$ cat config.mk
export PLATFORM = sky130hd
export DESIGN_NAME = prot_clk_sel
export DESIGN_NICKNAME = d
export VERILOG_FILES = /design/src/rtl/pcs_pkg.sv /design/src/rtl/pcs_actmon.sv /design/src/rtl/pcs_datapath.sv /design/src/rtl/pcs_ctrl.sv /design/src/rtl/prot_clk_sel.sv
export SDC_FILE = /design/constraint.sdc
export NUM_CORES = 1
export LEC_CHECK = 0
export BUFFER_PORTS_ARGS = -buffer_cell sky130_fd_sc_hd__clkbuf_2
export CORE_MARGIN = 2
export CORE_UTILIZATION = 35
export CTS_CLUSTER_SIZE = 12
export DETAILED_ROUTE_END_ITERATION = 8
export SLEW_MARGIN = 20
export SYNTH_ARGS = -nofsm -noshare
export SYNTH_HDL_FRONTEND = slang
export SYNTH_SLANG_ARGS = --single-unit
$ cat constraint.sdc
create_clock -name refClk -period 4.5 [get_ports refClk]
set_clock_uncertainty 0.1 [all_clocks]
set_input_delay 0.9 -clock refClk [delete_from_list [all_inputs] [get_ports refClk]]
set_output_delay 0.9 -clock refClk [all_outputs]
set_load 0.005 [all_outputs]
$ cat src/rtl/pcs_pkg.sv
package pcs_pkg;

  typedef enum logic [1:0] {
    GS_MASTER  = 2'b00,
    GS_SLAVE   = 2'b01,
    GS_STANDBY = 2'b10,
    GS_NONE    = 2'b11
  } grp_e;

  typedef enum logic [1:0] {
    MD_FREERUN  = 2'b00,
    MD_LOCKED   = 2'b01,
    MD_HOLDOVER = 2'b10
  } mode_e;

  // strobes from control to datapath
  typedef struct packed {
    logic selValid;  // an input is currently selected
    logic restart;   // leaving the no-input state this cycle
  } ctrl_strb_t;

endpackage

$ cat src/rtl/pcs_actmon.sv
module pcs_actmon #(
  parameter int TIMEOUT    = 16,
  parameter int GOOD_EDGES = 4
) (
  input  logic refClk,
  input  logic rstN,
  input  logic clkRaw,
  output logic failFlag
);
  localparam int IW = $clog2(TIMEOUT + 1);
  localparam int GW = $clog2(GOOD_EDGES + 1);

  logic          sync1, sync2, prevQ;
  logic [IW-1:0] idleCnt;
  logic [GW-1:0] goodCnt;
  logic          rise;

  assign rise = sync2 & ~prevQ;

  always_ff @(posedge refClk) begin
    if (!rstN) begin
      sync1    <= 1'b0;
      sync2    <= 1'b0;
      prevQ    <= 1'b0;
      idleCnt  <= '0;
      goodCnt  <= '0;
      failFlag <= 1'b1;
    end else begin
      sync1 <= clkRaw;
      sync2 <= sync1;
      prevQ <= sync2;
      if (rise) begin
        idleCnt <= '0;
        if (failFlag) begin
          if (goodCnt == GW'(GOOD_EDGES - 1)) begin
            failFlag <= 1'b0;
            goodCnt  <= '0;
          end else begin
            goodCnt <= goodCnt + 1'b1;
          end
        end
      end else if (idleCnt == IW'(TIMEOUT)) begin
        failFlag <= 1'b1;
        goodCnt  <= '0;
      end else begin
        idleCnt <= idleCnt + 1'b1;
      end
    end
  end

  // alarm clears only on a detected edge
  p_clear_on_edge_r3: assert property (@(posedge refClk) disable iff (!rstN)
    $fell(failFlag) |-> $past(rise));

  // alarm rises only after a full idle window
  p_set_after_idle_r2: assert property (@(posedge refClk) disable iff (!rstN)
    $rose(failFlag) |-> $past(idleCnt) == IW'(TIMEOUT));

endmodule

$ cat src/rtl/pcs_datapath.sv
module pcs_datapath
  import pcs_pkg::*;
#(
  parameter int NUM_IN     = 3,
  parameter int TIMEOUT    = 16,
  parameter int GOOD_EDGES = 4,
  parameter int SETTLE     = 8
) (
  input  logic              refClk,
  input  logic              rstN,
  input  logic [NUM_IN-1:0] clkIn,
  input  ctrl_strb_t        strb,
  output logic [NUM_IN-1:0] failVec,
  output logic              settled
);
  localparam int SW = $clog2(SETTLE + 1);

  logic [SW-1:0] settleCnt;

  for (genvar i = 0; i < NUM_IN; i++) begin : g_mon
    pcs_actmon #(.TIMEOUT(TIMEOUT), .GOOD_EDGES(GOOD_EDGES)) mon_i (
      .refClk  (refClk),
      .rstN    (rstN),
      .clkRaw  (clkIn[i]),
      .failFlag(failVec[i])
    );
  end

  always_ff @(posedge refClk) begin
    if (!rstN) begin
      settleCnt <= '0;
    end else if (strb.restart) begin
      settleCnt <= '0;
    end else if (strb.selValid && settleCnt != SW'(SETTLE)) begin
      settleCnt <= settleCnt + 1'b1;
    end
  end

  assign settled = (settleCnt == SW'(SETTLE));

  p_settle_bound_r10: assert property (@(posedge refClk) disable iff (!rstN)
    settleCnt <= SW'(SETTLE));

endmodule

$ cat src/rtl/pcs_ctrl.sv
module pcs_ctrl
  import pcs_pkg::*;
(
  input  logic       refClk,
  input  logic       rstN,
  input  logic [2:0] failVec,
  input  logic       forcePin,
  input  logic       standbyEn,
  input  logic       settled,
  output ctrl_strb_t strb,
  output grp_e       selQ,
  output mode_e      modeOut,
  output logic       swEvt
);
  logic [2:0] okVec;
  logic       forceQ, everLocked, forceChg;
  logic       okPref, okAlt, curOk;
  grp_e       prefGrp, altGrp, selNxt;

  assign okVec    = {~failVec[2] & standbyEn, ~failVec[1], ~failVec[0]};
  assign forceChg = forcePin ^ forceQ;
  assign prefGrp  = forcePin ? GS_SLAVE : GS_MASTER;
  assign altGrp   = forcePin ? GS_MASTER : GS_SLAVE;
  assign okPref   = forcePin ? okVec[1] : okVec[0];
  assign okAlt    = forcePin ? okVec[0] : okVec[1];

  always_comb begin
    unique case (selQ)
      GS_MASTER:  curOk = okVec[0];
      GS_SLAVE:   curOk = okVec[1];
      GS_STANDBY: curOk = okVec[2];
      default:    curOk = 1'b0;
    endcase
  end

  always_comb begin
    if (forceChg && okPref)   selNxt = prefGrp;
    else if (curOk)           selNxt = selQ;
    else if (okPref)          selNxt = prefGrp;
    else if (okAlt)           selNxt = altGrp;
    else if (okVec[2])        selNxt = GS_STANDBY;
    else                      selNxt = GS_NONE;
  end

  always_comb begin
    if (selQ != GS_NONE && settled) modeOut = MD_LOCKED;
    else if (everLocked)            modeOut = MD_HOLDOVER;
    else                            modeOut = MD_FREERUN;
  end

  assign strb.selValid = (selQ != GS_NONE);
  assign strb.restart  = (selQ == GS_NONE) && (selNxt != GS_NONE);

  always_ff @(posedge refClk) begin
    if (!rstN) begin
      selQ       <= GS_NONE;
      forceQ     <= 1'b0;
      everLocked <= 1'b0;
      swEvt      <= 1'b0;
    end else begin
      selQ   <= selNxt;
      forceQ <= forcePin;
      swEvt  <= (selNxt != selQ);
      if (modeOut == MD_LOCKED) everLocked <= 1'b1;
    end
  end

  p_strobe_marks_change_r11: assert property (@(posedge refClk) disable iff (!rstN)
    swEvt |-> selQ != $past(selQ));

  p_change_has_strobe_r11: assert property (@(posedge refClk) disable iff (!rstN)
    selQ != $past(selQ) |-> swEvt);

  p_master_healthy_r5: assert property (@(posedge refClk) disable iff (!rstN)
    selQ == GS_MASTER |-> !$past(failVec[0]));

  p_slave_healthy_r5: assert property (@(posedge refClk) disable iff (!rstN)
    selQ == GS_SLAVE |-> !$past(failVec[1]));

  p_standby_gate_r12: assert property (@(posedge refClk) disable iff (!rstN)
    selQ == GS_STANDBY |-> $past(standbyEn));

  p_lock_needs_input_r10: assert property (@(posedge refClk) disable iff (!rstN)
    modeOut == MD_LOCKED |-> selQ != GS_NONE);

endmodule

$ cat src/rtl/prot_clk_sel.sv
module prot_clk_sel
  import pcs_pkg::*;
#(
  parameter int TIMEOUT    = 16,
  parameter int GOOD_EDGES = 4,
  parameter int SETTLE     = 8
) (
  input  logic       refClk,
  input  logic       rstN,
  input  logic [2:0] clkIn,
  input  logic       forcePin,
  input  logic       standbyEn,
  output logic [1:0] grpSel,
  output logic [1:0] opMode,
  output logic [2:0] alarm,
  output logic       swEvt
);
  ctrl_strb_t strb;
  logic [2:0] failVec;
  logic       settled;
  grp_e       selQ;
  mode_e      modeOut;

  pcs_datapath #(
    .NUM_IN(3), .TIMEOUT(TIMEOUT), .GOOD_EDGES(GOOD_EDGES), .SETTLE(SETTLE)
  ) dp_i (
    .refClk (refClk),
    .rstN   (rstN),
    .clkIn  (clkIn),
    .strb   (strb),
    .failVec(failVec),
    .settled(settled)
  );

  pcs_ctrl ctrl_i (
    .refClk   (refClk),
    .rstN     (rstN),
    .failVec  (failVec),
    .forcePin (forcePin),
    .standbyEn(standbyEn),
    .settled  (settled),
    .strb     (strb),
    .selQ     (selQ),
    .modeOut  (modeOut),
    .swEvt    (swEvt)
  );

  assign grpSel = selQ;
  assign opMode = modeOut;
  assign alarm  = failVec;

endmodule

==> metrics.csv, run 1 <==
stage,metric,value,unit
setup_path,cp-startpoint,dp_i.settleCnt[0]$_SDFFE_PP0P_,
logic_synthesis,ys_ff_latch,45,
logic_synthesis,synthMuxAreaShare,1.49,%
route,detail_route.wl_per_cell,10.8,µm
route,drcViolationCount,0,
logic_synthesis,synth-adder-area-share,6.82,%
clocking,cts_hold_buf,0,
logic_synthesis,synth_xor_area_share,5.21,%
global_routing,grt_max_degree,24,
logic_synthesis,yosys_warnings,0,
status,outcome,finished clean,
setup_path,cp.required,3500,ps
timing,rsz0062_at_grt,no,
logic_synthesis,synth.top_cell.area_share,44.7,%
power_and_ir_drop,power_leakage,0.876,nW
logic_synthesis,synthSimpleGateAreaFrac,27.4,%
clocking,postCtsSetupBuffers,0,
setup_path,startpoint_type,register,
timing,max_freq,0.405,GHz
clocking,cts_made_buffers,5,
logic_synthesis,syn_nets,239,
setup_path,cpMaxStageDelayCell,dfxtp_1,
logic_synthesis,yosysTopAreaCell,dfxtp_1,
cells_and_area,syn_to_final_growth,9.49,%
clocking,clk_pin_slew,80,ps
timing,hold_viol_final,0,
placed_design,hpwl,2.41,mm
cells_and_area,final_area,2210,µm²
clocking,h-tree-depth,2,
floorplan,core_area,5540,µm²
global_routing,antenna_found_initial,0,
clocking,cts_buffer_depth,2,
global_routing,grt_pass1_vias,1344,
floorplan,start_util,36.4,%
logic_synthesis,ys.flop_type,dfxtp_1,
setup_path,critPathArrivalTime,1470,ps
setup_path,cp-end-kind,primary output,
route,viasPerCell,4.72,
floorplan,die_h,79.9,µm
job,drv_cap,0,
clocking,cts.sinks,45,
power_and_ir_drop,peakVddDrop,0.114,mV
floorplan,dieArea,6390,µm²
logic_synthesis,synth_cells,221,
logic_synthesis,avgSynthCellArea,9.13,µm²
global_routing,grt_usage,11.5,%
timing,fin_crit,2470,ps
clocking,ctsResizeCount,0,
logic_synthesis,seq_area_frac_synth,44.7,%
placed_design,dp.cells,299,
hold_path,hp-class,register to register,
cells_and_area,diodes,0,
timing,finalSetupViolations,0,
timing,slew_headroom,71.7,%
logic_synthesis,synth-edff-count,0,
floorplan,dieWidth,79.9,µm
timing,slew_viol_final,0,
global_routing,grt_pass1_wl,5.82,mm
floorplan,placementRows,27,
timing,worst_slew_pin_slew,425,ps
placed_design,place_area,2120,µm²
cells_and_area,final_nets,252,
clocking,clk-insertion-delay-late,300,ps
logic_synthesis,ys_types,39,
cells_and_area,layout-drive-gt1-share,10.6,%
cells_and_area,final_cells,307,
floorplan,io_pins,15,
placed_design,io_buffers,14,
route,detail_route.first_pass.iterations,4,
placed_design,globalplace.congestion,0.789,
setup_path,criticalPathCategory,register to primary output,
logic_synthesis,async_reset_ff_share,0,%
route,drtAntennaViolNets,0,
timing,tns,0,ps
clocking,clock-root-buffer,clkbuf_8,
setup_path,crit_fanout,5,
setup_path,path_cells,inv_1 -> ha_1 -> nand2_1 -> nor3_2 -> nor2b_1 -> clkbuf_2,
logic_synthesis,netlist_area,2020,µm²
global_routing,grt_overflow,0,
logic_synthesis,synth_compound_area_share,9.80,%
route,vias,1449,
clocking,cts_tree,done,
logic_synthesis,synth_area_leaders,"dfxtp_1 (45%), ha_1 (6.8%), nor2_1 (4.7%)",
power_and_ir_drop,powerDensity,318,nW/µm²
logic_synthesis,synth_top_family_by_area,simple AND/OR/NAND/NOR gates,
hold_path,hold_start,dp_i.g_mon[1].mon_i.sync1$_SDFF_PN0_,
setup_path,slowest_delay,340,ps
timing,fin_crit_sh,54.9,%
route,drt-total-wl,3.31,mm
setup_path,r2r-start,dp_i.g_mon[1].mon_i.failFlag$_SDFFE_PN1P_,
route,drt_iter0_markers,82,
power_and_ir_drop,power,0.701,mW
layout by cell type (no fill, tap or decap), drive strengths merged:
cell type	synthesis	routed
a211oi	1	1
a21oi	11	11
a311oi	2	2
a31oi	3	3
a32o	1	1
and2	14	14
and4	1	1
and4bb	3	3
clkbuf	2	20
clkinvlp	0	2
dfxtp	45	45
ha	11	11
inv	10	10
mux2i	3	3
nand2	17	17
nand2b	7	7
nand3	12	12
nand3b	1	1
nand4	2	2
nand4b	1	1
nor2	25	25
nor2b	6	6
nor3	5	5
nor3b	2	2
nor4b	1	1
o211ai	2	2
o21a	1	1
o21ai	6	6
o221ai	1	1
o22ai	3	3
o32ai	1	1
or2b	1	1
or3	2	2
xnor2	6	6
xor2	6	6
synth_stat cells, drive strengths merged (3+ instances only):
cell / instances
nand2b: 7
xnor2: 6
ha: 11
mux2i: 3
nand2: 17
dfxtp: 45
o22ai: 3
nand3: 12
o21ai: 6
inv: 10
nor3: 5
buf: 6
nor2b: 6
and2: 14
nor2: 25
a31oi: 3
and4bb: 3
a21oi: 11
xor2: 6
state kept, by name, summed over array words and instances, names as in the netlist:
| name | flops |
|---|---|
| ctrl_i.forceQ | 1 |
| dp_i.settleCnt | 4 |
| ctrl_i.everLocked | 1 |
| dp_i.g_mon.mon_i.failFlag | 3 |
| dp_i.g_mon.mon_i.goodCnt | 9 |
| ctrl_i.selQ | 2 |
| dp_i.g_mon.mon_i.idleCnt | 15 |
| ctrl_i.swEvt | 1 |
| dp_i.g_mon.mon_i.sync2 | 3 |
| dp_i.g_mon.mon_i.prevQ | 3 |
| dp_i.g_mon.mon_i.sync1 | 3 |
final timing paths:
| check | cells after the start | slack [ps] | end |
|---|---|---|---|
| setup reg to reg | 5 | 2810 | ctrl_i.swEvt$_SDFF_PN0_ |
| setup / recovery | 6 | 2030 | opMode[1] |
| hold / removal | 1 | 340 | dp_i.g_mon[1].mon_i.sync2$_SDFF_PN0_ |
| hold reg to reg | 1 | 340 | dp_i.g_mon[1].mon_i.sync2$_SDFF_PN0_ |
worst max-delay path, delay by kind of cell, from the launching register on:
family | cells | cell delay (ps)
adders and majority gates | 1 | 140
DFF | 1 | 340
buffers and inverters | 2 | 200
and+or+nand+nor | 3 | 500
report_power, final:
| part | leakage, nW | total, mW | internal (mW) | switching [mW] |
|---|---|---|---|---|
| clock | 0.0374 | 0.242 | 0.109 | 0.132 |
| combinational | 0.472 | 0.0405 | 0.0185 | 0.0220 |
| sequential | 0.367 | 0.419 | 0.410 | 0.00914 |
| total | 0.876 | 0.701 | 0.538 | 0.163 |
cell families after synthesis:
logic type,after synthesis
AND/OR/NAND/NOR,100
XOR/XNOR,12
multiplexers,3
flip-flops,45
adder cells (fa/ha/maj),11
AO/OA/AOI/OAI,32
buffers and inverters,18
per-layer routing:
metal  routed length (µm)  global-route usage [%]  vias to the layer above
li1                     -                       -                      778
met1                 1710                    15.4                      643
met2                 1450                    16.8                       23
met3                  108                    3.73                        5
met4                   40                    4.75                        0
met5                    0                       0                        -
final cells by class:
class	count	area, µm²
clock buffers	6	72.6
clock inverters	2	15.0
fillers	575	3330
inverters	10	37.5
multi-input cells	158	1020
flip-flops and latches	45	901
well taps	72	90.1
repair buffers	14	70.1
stage by stage:
step	util, %	setup slack (ps)	hold slack (ps)
after floorplan	-	2540	310
after global placement	38.3	2250	314
after detailed placement	38.3	2180	320
after CTS	39.9	2010	338
after global routing	39.9	1860	354
final	39.9	2030	336
(Power assumes the default switching activity.)
==> run 2, diff against run 1 <==
--- a/config.mk
+++ b/config.mk
@@ -5,6 +5,7 @@
 export SDC_FILE = /design/constraint.sdc
 export NUM_CORES = 1
 export LEC_CHECK = 0
+export ABC_AREA = 1
 export BUFFER_PORTS_ARGS = -buffer_cell sky130_fd_sc_hd__clkbuf_2
 export CORE_MARGIN = 2
 export CORE_UTILIZATION = 35
==> constraint.sdc (replaced) <==
create_clock -name refClk -period 2.3 [get_ports refClk]
set_clock_uncertainty 0.1 [all_clocks]
set_input_delay 0.46 -clock refClk [delete_from_list [all_inputs] [get_ports refClk]]
set_output_delay 0.46 -clock refClk [all_outputs]
set_load 0.005 [all_outputs]
==> metrics.csv, run 2 <==
stage,metric,value,unit
global_routing,grt_pass1_vias,1427,
timing,slew_viol_final,0,
logic_synthesis,synth-edff-count,0,
logic_synthesis,seq_area_frac_synth,43.3,%
cells_and_area,diodes,0,
hold_path,hp-class,primary input to register,
setup_path,reg2reg_to,dp_i.g_mon[2].mon_i.goodCnt[1]$_SDFFE_PN0P_,
route,routed.top_layer,met4,
logic_synthesis,ys_types,28,
cells_and_area,multiInputGateArea,930,µm²
cells_and_area,reg_top3,"dp_i.g_mon.mon_i.idleCnt: 15 flops, dp_i.g_mon.mon_i.goodCnt: 9 flops, dp_i.settleCnt: 4 flops",
route,wl_met1,1.64,mm
clocking,cts_hold_buf,0,
setup_path,cp-end-kind,primary output,
setup_path,cp_top_family,flip-flops,
setup_path,slowest_delay,490,ps
placed_design,hpwl,2.51,mm
power_and_ir_drop,power.internal,1.11,mW
power_and_ir_drop,combPwrFrac,5.8,%
setup_path,cpMaxStageDelayCell,dfxtp_1,
logic_synthesis,synth_area_leaders,"dfxtp_1 (43%), inv_1 (9.4%), nand2_1 (9.0%)",
cells_and_area,regArea,901,µm²
placed_design,globalplace.congestion,0.798,
logic_synthesis,synth_cells,279,
route,drtAntennaViolNets,0,
route,wl_met2,1.52,mm
cells_and_area,post-route-util,39.8,%
clocking,cts_tree,done,
route,drt-total-wl,3.30,mm
clocking,ctsResizeCount,0,
logic_synthesis,synth_commonest_cells,"inv_1 (52), nand2_1 (50), dfxtp_1 (45)",
route,vias,1634,
floorplan,core_area,5820,µm²
clocking,clk-insertion-delay-late,290,ps
floorplan,placementRows,28,
power_and_ir_drop,seq_power_share,57.4,%
logic_synthesis,ys_ff_latch,45,
hold_path,min_path_cells,3,
status,outcome,finished clean,
clocking,cts.sinks,45,
clocking,clock-root-buffer,clkbuf_8,
setup_path,ff2ff_setup_slack,810,ps
clocking,postCtsSetupBuffers,0,
setup_path,cp.required,1740,ps
cells_and_area,syn_to_final_growth,11.3,%
timing,worst_slew_pin_slew,336,ps
power_and_ir_drop,switching_power,0.321,mW
logic_synthesis,avgSynthCellArea,7.45,µm²
floorplan,io_pins,15,
timing,max_freq,0.526,GHz
timing,tns,0,ps
power_and_ir_drop,peakVddDrop,0.459,mV
clocking,cts_buffer_depth,2,
cells_and_area,regMostFlops,dp_i.g_mon.mon_i.idleCnt,
timing,fin_crit_sh,82.6,%
logic_synthesis,async_reset_ff_share,0,%
floorplan,dieWidth,81.1,µm
logic_synthesis,ys.flop_type,dfxtp_1,
global_routing,antenna_found_initial,0,
power_and_ir_drop,powerDensity,618,nW/µm²
setup_path,path_cells,nand2_1 -> inv_1 -> nor2_1 -> nor2_1 -> clkbuf_2,
route,detail_route.first_pass.iterations,4,
floorplan,start_util,35.7,%
setup_path,r2r-start,dp_i.g_mon[2].mon_i.idleCnt[0]$_SDFFE_PP0N_,
clocking,h-tree-depth,2,
clocking,clk_pin_slew,80,ps
logic_synthesis,yosysTopAreaCell,dfxtp_1,
global_routing,grt_max_degree,21,
cells_and_area,final_cell_mix,"inv_1 (52), nand2_1 (50), dfxtp_1 (45)",
hold_path,min_to,dp_i.g_mon[2].mon_i.sync1$_SDFF_PN0_,
cells_and_area,fill_cells,612,
setup_path,cpMostUsedCell,nor2_1,
timing,rsz0062_at_grt,no,
logic_synthesis,synth.top_cell.area_share,43.3,%
setup_path,worst-path-buf-inv,2,
hold_path,hold_start,clkIn[2],
setup_path,worstRegToRegCells,8,
floorplan,dieArea,6570,µm²
route,detail_route.wl_per_cell,8.87,µm
setup_path,crit_fanout,8,
route,wl_met3,103,µm
power_and_ir_drop,p_sw_share,22.4,%
clocking,cts_made_buffers,5,
timing,hold_viol_final,0,
setup_path,critPathArrivalTime,1340,ps
logic_synthesis,yosys_warnings,0,
setup_path,startpoint_type,register,
cells_and_area,largest_reg_flops,15,
cells_and_area,layout-drive-gt1-share,13.1,%
setup_path,criticalPathCategory,register to primary output,
timing,slew_headroom,77.0,%
cells_and_area,final_nets,314,
route,viasPerCell,4.39,
floorplan,die_h,81.1,µm
logic_synthesis,netlist_area,2080,µm²
route,drcViolationCount,0,
placed_design,io_buffers,14,
global_routing,grt_usage,11.1,%
global_routing,grt_overflow,0,
power_and_ir_drop,power_leakage,1.08,nW
timing,finalSetupViolations,0,
route,drt_iter0_markers,47,
timing,fin_crit,1900,ps
power_and_ir_drop,p_clk_share,36.9,%
global_routing,grt_pass1_wl,5.80,mm
logic_synthesis,syn_nets,297,
logic_synthesis,synth_most_common_cell,inv_1,
cells_and_area,layout_commonest_cell,inv_1,
job,drv_cap,0,
## run 2: changes by cell type after synthesis, sizes merged, moves of 3 or more
cell	before	now
nand2	17	54
a21oi	11	19
or2	0	3
nor2	25	35
o21ai	6	11
nor2b	6	0
nand2b	7	0
inv	10	55
nand3	12	17
and4bb	3	0
mux2i	3	0
and2	14	0
a31oi	3	0
## run 2: final cells by class
type                            instances  share of cell area [%]
Multi-Input combinational cell        173                    40.2
Sequential cell                        45                    38.9
Clock buffer                            7                    4.16
Clock inverter                          1                   0.216
Tap cell                               75                    4.06
Timing Repair Buffer                   15                    3.35
Inverter                               56                    9.09
## run 2: stage by stage
| stage | cells | hold slack, ps | cell area (µm²) | worst slack (ps) | power (mW) |
|---|---|---|---|---|---|
| finish | 372 | 246 | 2310 | 400 | 1.43 |
| global route | 372 | 244 | 2310 | 272 | 1.51 |
| CTS | 372 | 237 | 2310 | 373 | 1.45 |
| detailed placement | 364 | 297 | 2210 | 702 | 0.923 |
| global placement | 364 | 294 | 2210 | 681 | 0.922 |
| floorplan | 279 | 290 | 2080 | 846 | 0.901 |
## run 2: worst min-delay path: stages
cell	delay, ps
clkbuf_2	70
nand2_1	40
inv_1	40
## run 2: cell families (layout without fill, tap and decap cells)
group                    after synthesis  after routing  share of synthesized area [%]
multiplexers                           1              1                          0.542
buffers and inverters                 61             79                           11.9
AND/OR/NAND/NOR                      117            117                           24.3
AO/OA/AOI/OAI                         35             35                           9.45
flip-flops                            45             45                           43.3
XOR/XNOR                               9              9                           3.79
adder cells (fa/ha/maj)               11             11                           6.62
## run 2: worst max path at each step
stage | startpoint | endpoint | slack [ps] | cells past startpoint
final | ctrl_i.selQ[0]$_SDFF_PN1_ | opMode[1] | 400 | 5
after detailed placement | ctrl_i.selQ[0]$_SDFF_PN1_ | opMode[1] | 700 | 5
after CTS | ctrl_i.selQ[0]$_SDFF_PN1_ | opMode[1] | 370 | 5
after global placement | ctrl_i.selQ[0]$_SDFF_PN1_ | opMode[1] | 680 | 5
after global routing | ctrl_i.selQ[0]$_SDFF_PN1_ | opMode[1] | 270 | 5
after floorplan | dp_i.settleCnt[0]$_SDFFE_PP0P_ | opMode[1] | 850 | 5
## run 2: power groups by stage
stage          clock network (mW)  logic, mW  registers [mW]
5_1_grt                     0.582     0.0988           0.824
3_5_place_dp                    0     0.0847           0.838
6_report                    0.527     0.0826           0.820
2_1_floorplan                   0     0.0657           0.835
3_3_place_gp                    0     0.0838           0.838
4_1_cts                     0.549     0.0851           0.820
## run 2: per-layer routing
metal	vias up	global-route usage (%)
li1	899	-
met1	705	14.1
met2	23	17.9
met3	7	3.11
met4	0	4.24
met5	-	0
